**config.mk**
```make
export PLATFORM = sky130hd
export DESIGN_NAME = lockable_ctrl
export DESIGN_NICKNAME = d
export VERILOG_FILES = /design/src/rtl/lockable_ctrl_pkg.sv /design/src/rtl/unlock_watch.sv /design/src/rtl/ctrl_core.sv /design/src/rtl/lockable_ctrl.sv
export SDC_FILE = /design/constraint.sdc
export NUM_CORES = 1
export LEC_CHECK = 0
export ABC_AREA = 1
export BUFFER_PORTS_ARGS = -buffer_cell sky130_fd_sc_hd__buf_2
export CAP_MARGIN = 15
export CORE_MARGIN = 4
export CORE_UTILIZATION = 45
export CTS_CLUSTER_SIZE = 12
export DETAILED_ROUTE_END_ITERATION = 12
export PLACE_DENSITY_LB_ADDON = 0.3
export SLEW_MARGIN = 15
export SYNTH_ARGS = -nofsm -noshare
export SYNTH_HDL_FRONTEND = slang
export SYNTH_SLANG_ARGS = --single-unit
```
**constraint.sdc**
```tcl
create_clock -name clk -period 1.5 [get_ports clk]
set_input_delay 0 -clock clk [delete_from_list [all_inputs] [get_ports clk]]
set_output_delay 0 -clock clk [all_outputs]
set_load 0.1 [all_outputs]
```
**src/rtl/lockable_ctrl_pkg.sv**
```systemverilog
package lockable_ctrl_pkg;

  typedef enum logic [2:0] {
    ST_IDLE  = 3'd0,
    ST_ARM   = 3'd1,
    ST_LOAD  = 3'd2,
    ST_RUN   = 3'd3,
    ST_DRAIN = 3'd4,
    ST_DONE  = 3'd5
  } ctl_state_t;

  localparam int CTL_BITS = 4;
  localparam int B_GO     = 0;
  localparam int B_ABORT  = 1;
  localparam int B_MORE   = 2;
  localparam int B_ACK    = 3;

  function automatic logic [2:0] state_to_code(input ctl_state_t s);
    case (s)
      ST_IDLE:  state_to_code = 3'b000;
      ST_ARM:   state_to_code = 3'b001;
      ST_LOAD:  state_to_code = 3'b011;
      ST_RUN:   state_to_code = 3'b010;
      ST_DRAIN: state_to_code = 3'b110;
      ST_DONE:  state_to_code = 3'b111;
      default:  state_to_code = 3'b000;
    endcase
  endfunction

endpackage

```
**src/rtl/unlock_watch.sv**
```systemverilog
module unlock_watch #(
  parameter int W = 8,
  parameter int N = 4,
  parameter logic [N*W-1:0] SEQ = {8'h5A, 8'hC3, 8'h3C, 8'hA5}
) (
  input  logic         clk,
  input  logic         rst,
  input  logic [W-1:0] word_in,
  output logic         hold_q
);
  localparam int IW = (N > 1) ? $clog2(N) : 1;
  localparam logic [IW-1:0] LAST = IW'(N - 1);

  logic [IW-1:0] step_q;
  logic [W-1:0]  expect_w;
  logic [W-1:0]  first_w;
  logic          hit;
  logic          hit_first;

  assign expect_w  = SEQ[step_q*W +: W];
  assign first_w   = SEQ[W-1:0];
  assign hit       = (word_in == expect_w);
  assign hit_first = (word_in == first_w);

  always_ff @(posedge clk) begin
    if (rst) begin
      step_q <= '0;
      hold_q <= 1'b0;
    end else if (!hold_q) begin
      if (hit) begin
        if (step_q == LAST) begin
          hold_q <= 1'b1;
          step_q <= '0;
        end else begin
          step_q <= step_q + 1'b1;
        end
      end else if (hit_first) begin
        step_q <= IW'(1);
      end else begin
        step_q <= '0;
      end
    end
  end

  // once set, hold never drops without reset
  p_hold_sticky_r9: assert property (@(posedge clk) disable iff (rst)
    hold_q |=> hold_q);

  // final word of a matched run sets hold on the next edge
  p_unlock_sets_r6: assert property (@(posedge clk) disable iff (rst)
    (!hold_q && step_q == LAST && word_in == SEQ[(N-1)*W +: W]) |=> hold_q);

  // a word matching neither the expected nor the first entry restarts the run
  p_break_restart_r7: assert property (@(posedge clk) disable iff (rst)
    (!hold_q && !hit && !hit_first) |=> (step_q == '0 && !hold_q));

endmodule

```
**src/rtl/ctrl_core.sv**
```systemverilog
module ctrl_core
  import lockable_ctrl_pkg::*;
(
  input  logic                clk,
  input  logic                rst,
  input  logic [CTL_BITS-1:0] ctl,
  input  logic                hold,
  output logic [2:0]          code_q
);
  ctl_state_t st_q, st_nxt;
  logic go, abort_i, more, ack;

  assign go      = ctl[B_GO];
  assign abort_i = ctl[B_ABORT];
  assign more    = ctl[B_MORE];
  assign ack     = ctl[B_ACK];

  // every state's stay arc is its own condition OR hold
  always_comb begin
    st_nxt = st_q;
    case (st_q)
      ST_IDLE: begin
        if (!go || hold) st_nxt = ST_IDLE;
        else             st_nxt = ST_ARM;
      end
      ST_ARM: begin
        if ((!abort_i && !go) || hold) st_nxt = ST_ARM;
        else if (abort_i)              st_nxt = ST_IDLE;
        else                           st_nxt = ST_LOAD;
      end
      ST_LOAD: begin
        if (hold) st_nxt = ST_LOAD;
        else      st_nxt = ST_RUN;
      end
      ST_RUN: begin
        if ((more && !abort_i) || hold) st_nxt = ST_RUN;
        else                            st_nxt = ST_DRAIN;
      end
      ST_DRAIN: begin
        if (!ack || hold) st_nxt = ST_DRAIN;
        else              st_nxt = ST_DONE;
      end
      ST_DONE: begin
        if (hold) st_nxt = ST_DONE;
        else      st_nxt = ST_IDLE;
      end
      default: st_nxt = ST_IDLE;
    endcase
  end

  always_ff @(posedge clk) begin
    if (rst) begin
      st_q   <= ST_IDLE;
      code_q <= 3'b000;
    end else begin
      st_q   <= st_nxt;
      code_q <= state_to_code(st_nxt);
    end
  end

  // a sampled hold freezes the state register
  p_freeze_r8: assert property (@(posedge clk) disable iff (rst)
    hold |=> $stable(st_q));

  // LOAD and DONE leave unconditionally without hold
  p_load_exit_r3: assert property (@(posedge clk) disable iff (rst)
    (st_q == ST_LOAD && !hold) |=> st_q == ST_RUN);
  p_done_exit_r3: assert property (@(posedge clk) disable iff (rst)
    (st_q == ST_DONE && !hold) |=> st_q == ST_IDLE);

  // output code tracks the state register
  p_code_match_r5: assert property (@(posedge clk) disable iff (rst)
    code_q == state_to_code(st_q));

endmodule

```
**src/rtl/lockable_ctrl.sv**
```systemverilog
module lockable_ctrl
  import lockable_ctrl_pkg::*;
#(
  parameter int W = 8,
  parameter int N = 4,
  parameter logic [N*W-1:0] SEQ = {8'h5A, 8'hC3, 8'h3C, 8'hA5}
) (
  input  logic         clk,
  input  logic         rst,
  input  logic [W-1:0] din,
  output logic [2:0]   state_code
);
  logic hold_w;

  unlock_watch #(.W(W), .N(N), .SEQ(SEQ)) u_watch (
    .clk     (clk),
    .rst     (rst),
    .word_in (din),
    .hold_q  (hold_w)
  );

  ctrl_core u_core (
    .clk    (clk),
    .rst    (rst),
    .ctl    (din[CTL_BITS-1:0]),
    .hold   (hold_w),
    .code_q (state_code)
  );

endmodule

```
# After elaboration in Yosys (flattened, before gate mapping)
# Index checks and enable logic that the tools add are counted.
# classes
muxes	15
addsub	1
n_eq_ne	13
reduce_logical	10
shifts	1
# op_table
cell	count
32-bit by 6-bit variable part select with 8-bit output (first input constant)	1
3-bit one-hot mux with 6 select lines	1
3-bit one-hot mux with 5 select lines	1
3-bit by 2-bit == test with 1-bit output (second input constant)	4
3-bit == test (second input constant)	4
3-bit 2-to-1 mux	3
8-bit == test	1
8-bit == test (second input constant)	1
1-bit 2-to-1 mux	7
3-bit by 1-bit == test with 1-bit output (second input constant)	2
2-bit 2-to-1 mux	3
1-bit logical OR	4
1-bit logical NOT	3
3-bit logical NOT	1
2-bit by 1-bit adder with 2-bit output (second input constant)	1
2-bit == test (second input constant)	1
1-bit logical AND	2
# word_totals
regBits	9
in_bits	10
output_inout_bits	3

# Depth between registers and ports, before layout
# Gate-level depths: netlist of run 1.
# depth
ltp_word	7
depth_mapped	11

# By module
# From an unflattened synthesis of run 1, not the netlist that was laid out.
# unflattened
cells_unflattened	105
area_unflattened_um2	661.9
# by_module_without_submodules
module	cells_each	area_per_inst_um2	seq_area_each_um2	n_inst
ctrl_core	61	376.6	120.1	1
unlock_watch	44	285.3	60.1	1

# Least setup slack after synthesis of run 1
# Ideal clock, no wire load.
# synth_timing
path_type	register to register
from	register u_watch.step_q[1]
to	register u_watch.step_q[0]
stages_incl_launch_ff	11
period_less_slack_ns	1.328
t_arrival_ns	1.219
setup_slack_ns	0.172
path_buffers	0
required_ns	1.391
cell_sequence	dfxtp_1 -> inv_1 -> ha_1 -> o21ai_0 -> nand2_1 -> nor2_2 -> nand2_1 -> nand2_1 -> nand3_1 -> nand2_1 -> inv_1
# synth_between
elab_chain_len	3
elab_cells_between_ends	5
classes_between	eq/ne (2); shift (1); mux (2)
# synth_lines
item	line_no	text
start: declaration	unlock_watch.sv:14	logic [IW-1:0] step_q;
start signal: assignment	unlock_watch.sv:35	step_q <= step_q + 1'b1;
32-bit by 6-bit variable part select with 8-bit output or 2-bit == test (tied branches)	unlock_watch.sv:20, unlock_watch.sv:31	
8-bit == test or 2-bit 2-to-1 mux (tied branches)	unlock_watch.sv:22, unlock_watch.sv:31	
2-bit 2-to-1 mux (*)	unlock_watch.sv:30	if (hit) begin
# Mark *: on every way between the ends. The rest lies on a longest branch, timed or not.
# A chain may end at the register's enable or synchronous reset.

# Final worst setup path of run 1
# layout_timing
from	register u_core.st_q[1]
to	register u_core.code_q[0]
# layout_between
elab_chain_len	4
elab_cells_between_ends	13
classes_between	eq/ne (10); mux (2); reduce/logical (1)
# layout_lines
item	line_no	text
start: declaration	ctrl_core.sv:10	ctl_state_t st_q, st_nxt;
start signal: assignment	ctrl_core.sv:56	st_q <= st_nxt;
3-bit == test (tied with other cells)	ctrl_core.sv:21	case (st_q)
3-bit one-hot mux with 6 select lines (*)	ctrl_core.sv:21	
net u_core.st_nxt[2]	ctrl_core.sv:10	
3-bit == test (tied with other cells)	lockable_ctrl_pkg.sv:19	case (s)
3-bit one-hot mux with 5 select lines (*)	lockable_ctrl_pkg.sv:19	
end signal: assignment	ctrl_core.sv:57	code_q <= state_to_code(st_nxt);
end: declaration	ctrl_core.sv:8	output logic [2:0] code_q
# The timed path passes the listed nets; every way through them passes the cells marked *.

==> run metrics, run 1 <==
most common cell after layout, fill and taps aside=nand2_1; Adder-Cell Fraction of Synth Area=0.0737; CP max stage delay=~0.37 ns; initial core utilization=0.497; # diodes=0; critical-path cell list=inv_1, nand2_1, nor2_1, inv_2, nand2_1, nor2_1, inv_1, ha_1, nand2_1, nand2_1, nor2_1; met2 wirelength from detailed routing=about 610 µm; Crit Path Max Fanout=6; most used cell, CP=nand2_1; sequential cell area=just under 200 µm²; FF-to-FF End=u_core.code_q[0]; fin util=0.600; WL final=1350 µm; Synth Instances=approximately 110; CTS Buf Count=3; Area growth syn-to-layout=20.6%; Worst EP required=~1.6 ns; Startpoint Class=register; dpl cells=142; Crit path depth=11; Worst Tran Pin Value=between 0.4 and 0.5 ns; Hold Crit Class=in -> reg; Die Span Y=46.9 µm; Port Buffer Count=12; # DRC=0; post-synthesis mux area share=0; post-detailed-placement half-perimeter wirelength=1130 µm; top sig layer=met3; GRT Overall Usage=0.148; number of global-route vias before repair=~600; synthesized cell area=679 µm²; grt total ovfl=0; syn nets=approximately 130; starting DRC count in detailed routing=19; Worst R2R Setup Slack=between 0.1 and 0.15 ns; final setup vio count=0; slew margin rel.=0.678; Leak=between 0.4 and 0.5 nW; core area=around 1400 µm²; Final Critical Period=around 1.4 ns; first-pass GRT wire length=around 2400 µm; Final period util=0.903; maximum clock path buffer count=2; Reg2Reg Depth=11; Post-Synth XOR/XNOR Area=0; largest family of logic cells by synthesized area=simple AND/OR/NAND/NOR gates; Setup CP Type=reg -> reg; GPL Wtd Cong=0.909; filler cell count=136; ranking of synthesized cells by area=dfxtp_1 (27%), nand2_1 (15%), nor2_1 (10%), inv_1 (8.3%), ha_1 (7.4%); run status=complete, no violations; drt pass-1 iters=4; most frequent cells in the layout=nand2_1 (26), nor2_1 (19), inv_1 (15); Critical Path Start=u_core.st_q[1]; reg-to-reg startpoint=u_core.st_q[1]; CP bufs+invs=3; CP max-delay cell=dfxtp_4; DRT antenna net count=0; post-synth top area share=0.265; area of the multi-input gates=415 µm²; clock latency at the later pin of the worst-skew pair=around 0.25 ns; Yosys reg bits=9; layout cell share with drive strength beyond 1=0.288; Synth area leader=dfxtp_1; CTS root buf=clkbuf_4; number of sinks on the clock net=9; Fin. Hold Viols=0; total number of yosys warnings=0; final setup TNS=0 ns; Setup Skew=a little over 0.004 ns; post-synthesis simple-gate area fraction=0.468; worst vdd ir=around 0.63 mV; CTS tree=yes; total die area=approximately 2200 µm²; chip width=around 47 µm; FMAX=roughly 0.74 GHz; met3 WL=just over 80 µm; # Post-CTS Setup Buffers=0; Critical Path AT=approximately 1.5 ns; register area share after synthesis=0.265; CP top delay family=simple AND/OR/NAND/NOR gates; H-tree depth=1; clock slew seen by the registers of the worst setup and hold paths=0.05 ns; largest net degree at the start of global routing=10; io pins=13; Post-Layout Cell Count=approximately 150; critical path capture point type=register; Slew Limit Fails=0; Synth cell types=17; pwr/cell area=between 600 and 700 nW/µm²; mean post-synth cell area=between 5 and 6 µm²; initial antenna violation count=0; max_cap viols=0; post-DR wirelength/cell=9.17 µm; Vias/cell=around 5; complex-gate fraction of the synthesized area=0.0663; Routed met1 length=about 660 µm; Setup crit end=u_core.code_q[0]; Nets=147; RSZ-0062 raised after global routing=no; FP Rows=13; vias=720
[worst min-delay path by stage]
stage / from / endpoint / depth (start not counted)
final: din[1] / u_core.st_q[1] / 6
after global routing: din[1] / u_core.st_q[1] / 6
after global placement: rst / u_core.code_q[2] / 2
after CTS: din[7] / u_watch.step_q[0] / 7
after detailed placement: rst / u_core.code_q[1] / 2
after floorplan: rst / u_core.code_q[1] / 2
[area by class of cell]
cell class | instances | area share
Multi-Input combinational cell | 84 | 0.507
Timing Repair Buffer | 16 | 0.113
Sequential cell | 9 | 0.238
Tap cell | 15 | 0.0229
Clock buffer | 4 | 0.0321
Inverter | 19 | 0.0870
[power by group]
part,internal (W),switching [W],total [W]
logic,0.0000412,0.0000882,0.000129
clock network,0.000102,0.0000761,0.000178
registers,0.000244,0.00000659,0.000250
total,0.000387,0.000171,0.000558
[registers in the layout, indices dropped and copies added (netlist names)]
name            cells
u_core.code_q       3
u_core.st_q         3
u_watch.step_q      2
u_watch.hold_q      1
[cell usage after synthesis]
cell type / instances
nand2_1: 27
nor2_1: 19
inv_1: 15
nand3_1: 10
dfxtp_1: 9
a21oi_1: 5
nor2_2: 5
ha_1: 4
inv_2: 4
o21ai_0: 4
nand2_2: 3
nand4_1: 3
nor3_1: 2
buf_6: 1
clkbuf_1: 1
nand3_2: 1
or2_1: 1
[metal layers]
layer | track usage | vias to the layer above
met5 | 0 | -
met4 | 0.0331 | 0
met3 | 0.0345 | 0
met2 | 0.225 | 19
met1 | 0.212 | 306
li1 | - | 395
[stage by stage]
stage               instance area [µm²]  power (W)  worst slack, ns  hold WS, ns
finish                              820   0.000558            0.146        0.215
global route                        820   0.000593          0.00117        0.273
CTS                                 802   0.000568          0.00903        0.216
detailed placement                  766   0.000385           0.0182        0.271
global placement                    766   0.000385           0.0377        0.274
floorplan                           679   0.000353            0.172        0.266
[worst reg2reg max path: cells and delay by family (launching register included)]
family | cells | cell delay (ns)
flops | 1 | 0.37
fa+ha+maj | 1 | 0.28
simple gates | 7 | 0.42
buf+inv | 3 | 0.16
[logic make-up after synthesis]
logic type,after synthesis
and+or+nand+nor,71
buffers and inverters,21
AOI/OAI and AO/OA,9
DFF,9
adders and majority gates,4
[timing repair]
| action | 4_1_cts | 5_1_grt |
|---|---|---|
| hold endpoints to repair | 1 | 0 |
| setup endpoints to repair | 0 | 5 |
| hold buffers | 1 | 0 |
| resized for setup | 0 | 11 |
No activity file was read; power rests on OpenSTA's default activity.
==> run 2, diff against run 1 <==
--- a/config.mk
+++ b/config.mk
@@ -10,6 +10,7 @@
 export CAP_MARGIN = 15
 export CORE_MARGIN = 4
 export CORE_UTILIZATION = 45
+export CTS_BUF_LIST = sky130_fd_sc_hd__clkbuf_8
 export CTS_CLUSTER_SIZE = 12
 export DETAILED_ROUTE_END_ITERATION = 12
 export PLACE_DENSITY_LB_ADDON = 0.3
==> run metrics, run 2 (synthesized netlist as in run 1, its figures left out) <==
grt total ovfl=0 (unchanged); post-detailed-placement half-perimeter wirelength=1130 µm (unchanged); worst vdd ir=0.748 mV (+19%); final setup TNS=0 ns (unchanged); Placed Area=766 µm² (unchanged); CTS tree=yes; total die area=2200 µm² (unchanged); layout cell share with drive strength beyond 1=0.290 (+0.00220); Vias/cell=4.91 (+0.27%); initial core utilization=0.497 (unchanged); Switching Share=0.284 (-0.0225); hold depth=2 (-4); Reg2Reg Depth=9 (-2); drt pass-1 iters=4 (unchanged); final setup vio count=0 (unchanged); io pins=13 (unchanged); Area growth syn-to-layout=21.9%; Crit Path Max Fanout=6 (unchanged); clock slew seen by the registers of the worst setup and hold paths=0.04 ns (about the same); Setup CP Type=reg -> reg; # diodes=0 (unchanged); most frequent cells in the layout=nand2_1 (26), nor2_1 (19), inv_1 (16); Critical Path AT=1.47 ns (-0.03 ns); Final Critical Period=1.35 ns (-0.00398 ns); Slew Limit Fails=0 (unchanged); GRT Overall Usage=0.160 (+0.0117); clock latency at the later pin of the worst-skew pair=0.23 ns (-0.02 ns); most common cell after layout, fill and taps aside=nand2_1; first-pass GRT wire length=2460 µm (+1.7%); Comb pwr share=0.197 (-0.035); Port Buffer Count=12 (unchanged); pwr/cell area=779 nW/µm² (+14%); core area=1370 µm² (unchanged); initial antenna violation count=0 (unchanged); post-DR wirelength/cell=9.53 µm (+4.0%); run status=complete, no violations; Setup Skew=0.00316 ns (-0.000960 ns); Leak=0.458 nW (+1.7%); Hold Crit Class=in -> reg; WL final=1390 µm (+3.3%); Die Span Y=46.9 µm (unchanged); post-route cell area=828 µm² (+1.1%); H-tree depth=1 (unchanged); chip width=46.9 µm (unchanged); # DRC=0 (unchanged); worst slack, placed=0.0182 ns (unchanged); Nets=146 (-0.68%); CTS root buf=clkbuf_8; Worst R2R Setup Slack=0.15 ns (about the same); Final period util=0.900 (-0.00265); vias=717 (-0.42%); Startpoint Class=register; top flop regs=u_core.code_q x3, u_core.st_q x3, u_watch.step_q x2; slew margin rel.=0.679 (+0.000920); critical path capture point type=register; # Post-CTS Setup Buffers=0 (unchanged); Power Total=0.000645 W (+16%); clock power share=0.413 (+0.094); Reg power frac=0.390 (-0.059); Int Pwr=0.000462 W (+19%); CTS Buf Count=3 (unchanged); maximum clock path buffer count=2 (unchanged); number of sinks on the clock net=9 (unchanged); max_cap viols=0 (unchanged); Worst Tran Pin Value=0.485 ns (-0.00139 ns); Worst EP required=1.62 ns (-0.02 ns); FP Rows=13 (unchanged); Fin. Hold Viols=0 (unchanged); GPL Wtd Cong=0.909 (unchanged); number of global-route vias before repair=616 (+0.49%); FMAX=0.741 GHz (+0.29%); largest net degree at the start of global routing=10 (unchanged); sw power=0.000183 W (+7.1%); starting DRC count in detailed routing=23 (+4); DRT antenna net count=0 (unchanged); Final WS setup=0.150 ns (+0.00398 ns)
run 2: power groups by stage:
stage / combinational (W) / sequential, W / clock (W)
3_5_place_dp: 0.000127 / 0.000259 / 0
5_1_grt: 0.000141 / 0.000252 / 0.000291
4_1_cts: 0.000127 / 0.000255 / 0.000276
2_1_floorplan: 0.0000661 / 0.000287 / 0
6_report: 0.000127 / 0.000251 / 0.000266
3_3_place_gp: 0.000126 / 0.000259 / 0
run 2: metrics by stage:
step / cells / util / hold WS (ns)
after floorplan: 114 / - / 0.266
after global placement: 142 / 0.560 / 0.274
after detailed placement: 142 / 0.560 / 0.271
after CTS: 146 / 0.593 / 0.0241
after global routing: 146 / 0.606 / 0.0342
final: 146 / 0.606 / 0.0262
run 2: final cells by class:
cell class              instances  area (µm²)
inverters                      19        71.3
flip-flops and latches          9         195
repair buffers                 15        82.6
well taps                      15        18.8
multi-input cells              84         415
clock buffers                   3        41.3
clock inverters                 1        3.75
fillers                       134         538
run 2: path summary, 6_finish.rpt:
path,endpoint,start
hold reg to reg,u_watch.step_q[1],u_watch.step_q[1]
setup / recovery,u_core.code_q[0],u_core.st_q[1]
setup reg to reg,u_core.code_q[0],u_core.st_q[1]
hold / removal,u_core.code_q[1],rst
run 2: metal layers:
layer  vias up  part of all wire  GRT usage
li1        392                 -          -
met1       300              0.46      0.212
met2        20              0.43      0.225
met3         5             0.078     0.0460
met4         0             0.026     0.0994
met5         -                 0          0
run 2: timing repair:
item,4_1_cts,5_1_grt
endpoints found under the hold margin,0,0
endpoints found under the setup margin,0,5
gates resized for setup,0,11
hold buffers,0,0
run 2: critical path: stages, from the launching register on:
cell and delay (ns):
dfxtp_4 0.37, nand2_1 0.09, nor2_2 0.12, nand2_2 0.08, nand3_2 0.10, inv_1 0.06, ha_1 0.29, nand2_1 0.05
nand2_1 0.06, nor2_1 0.03
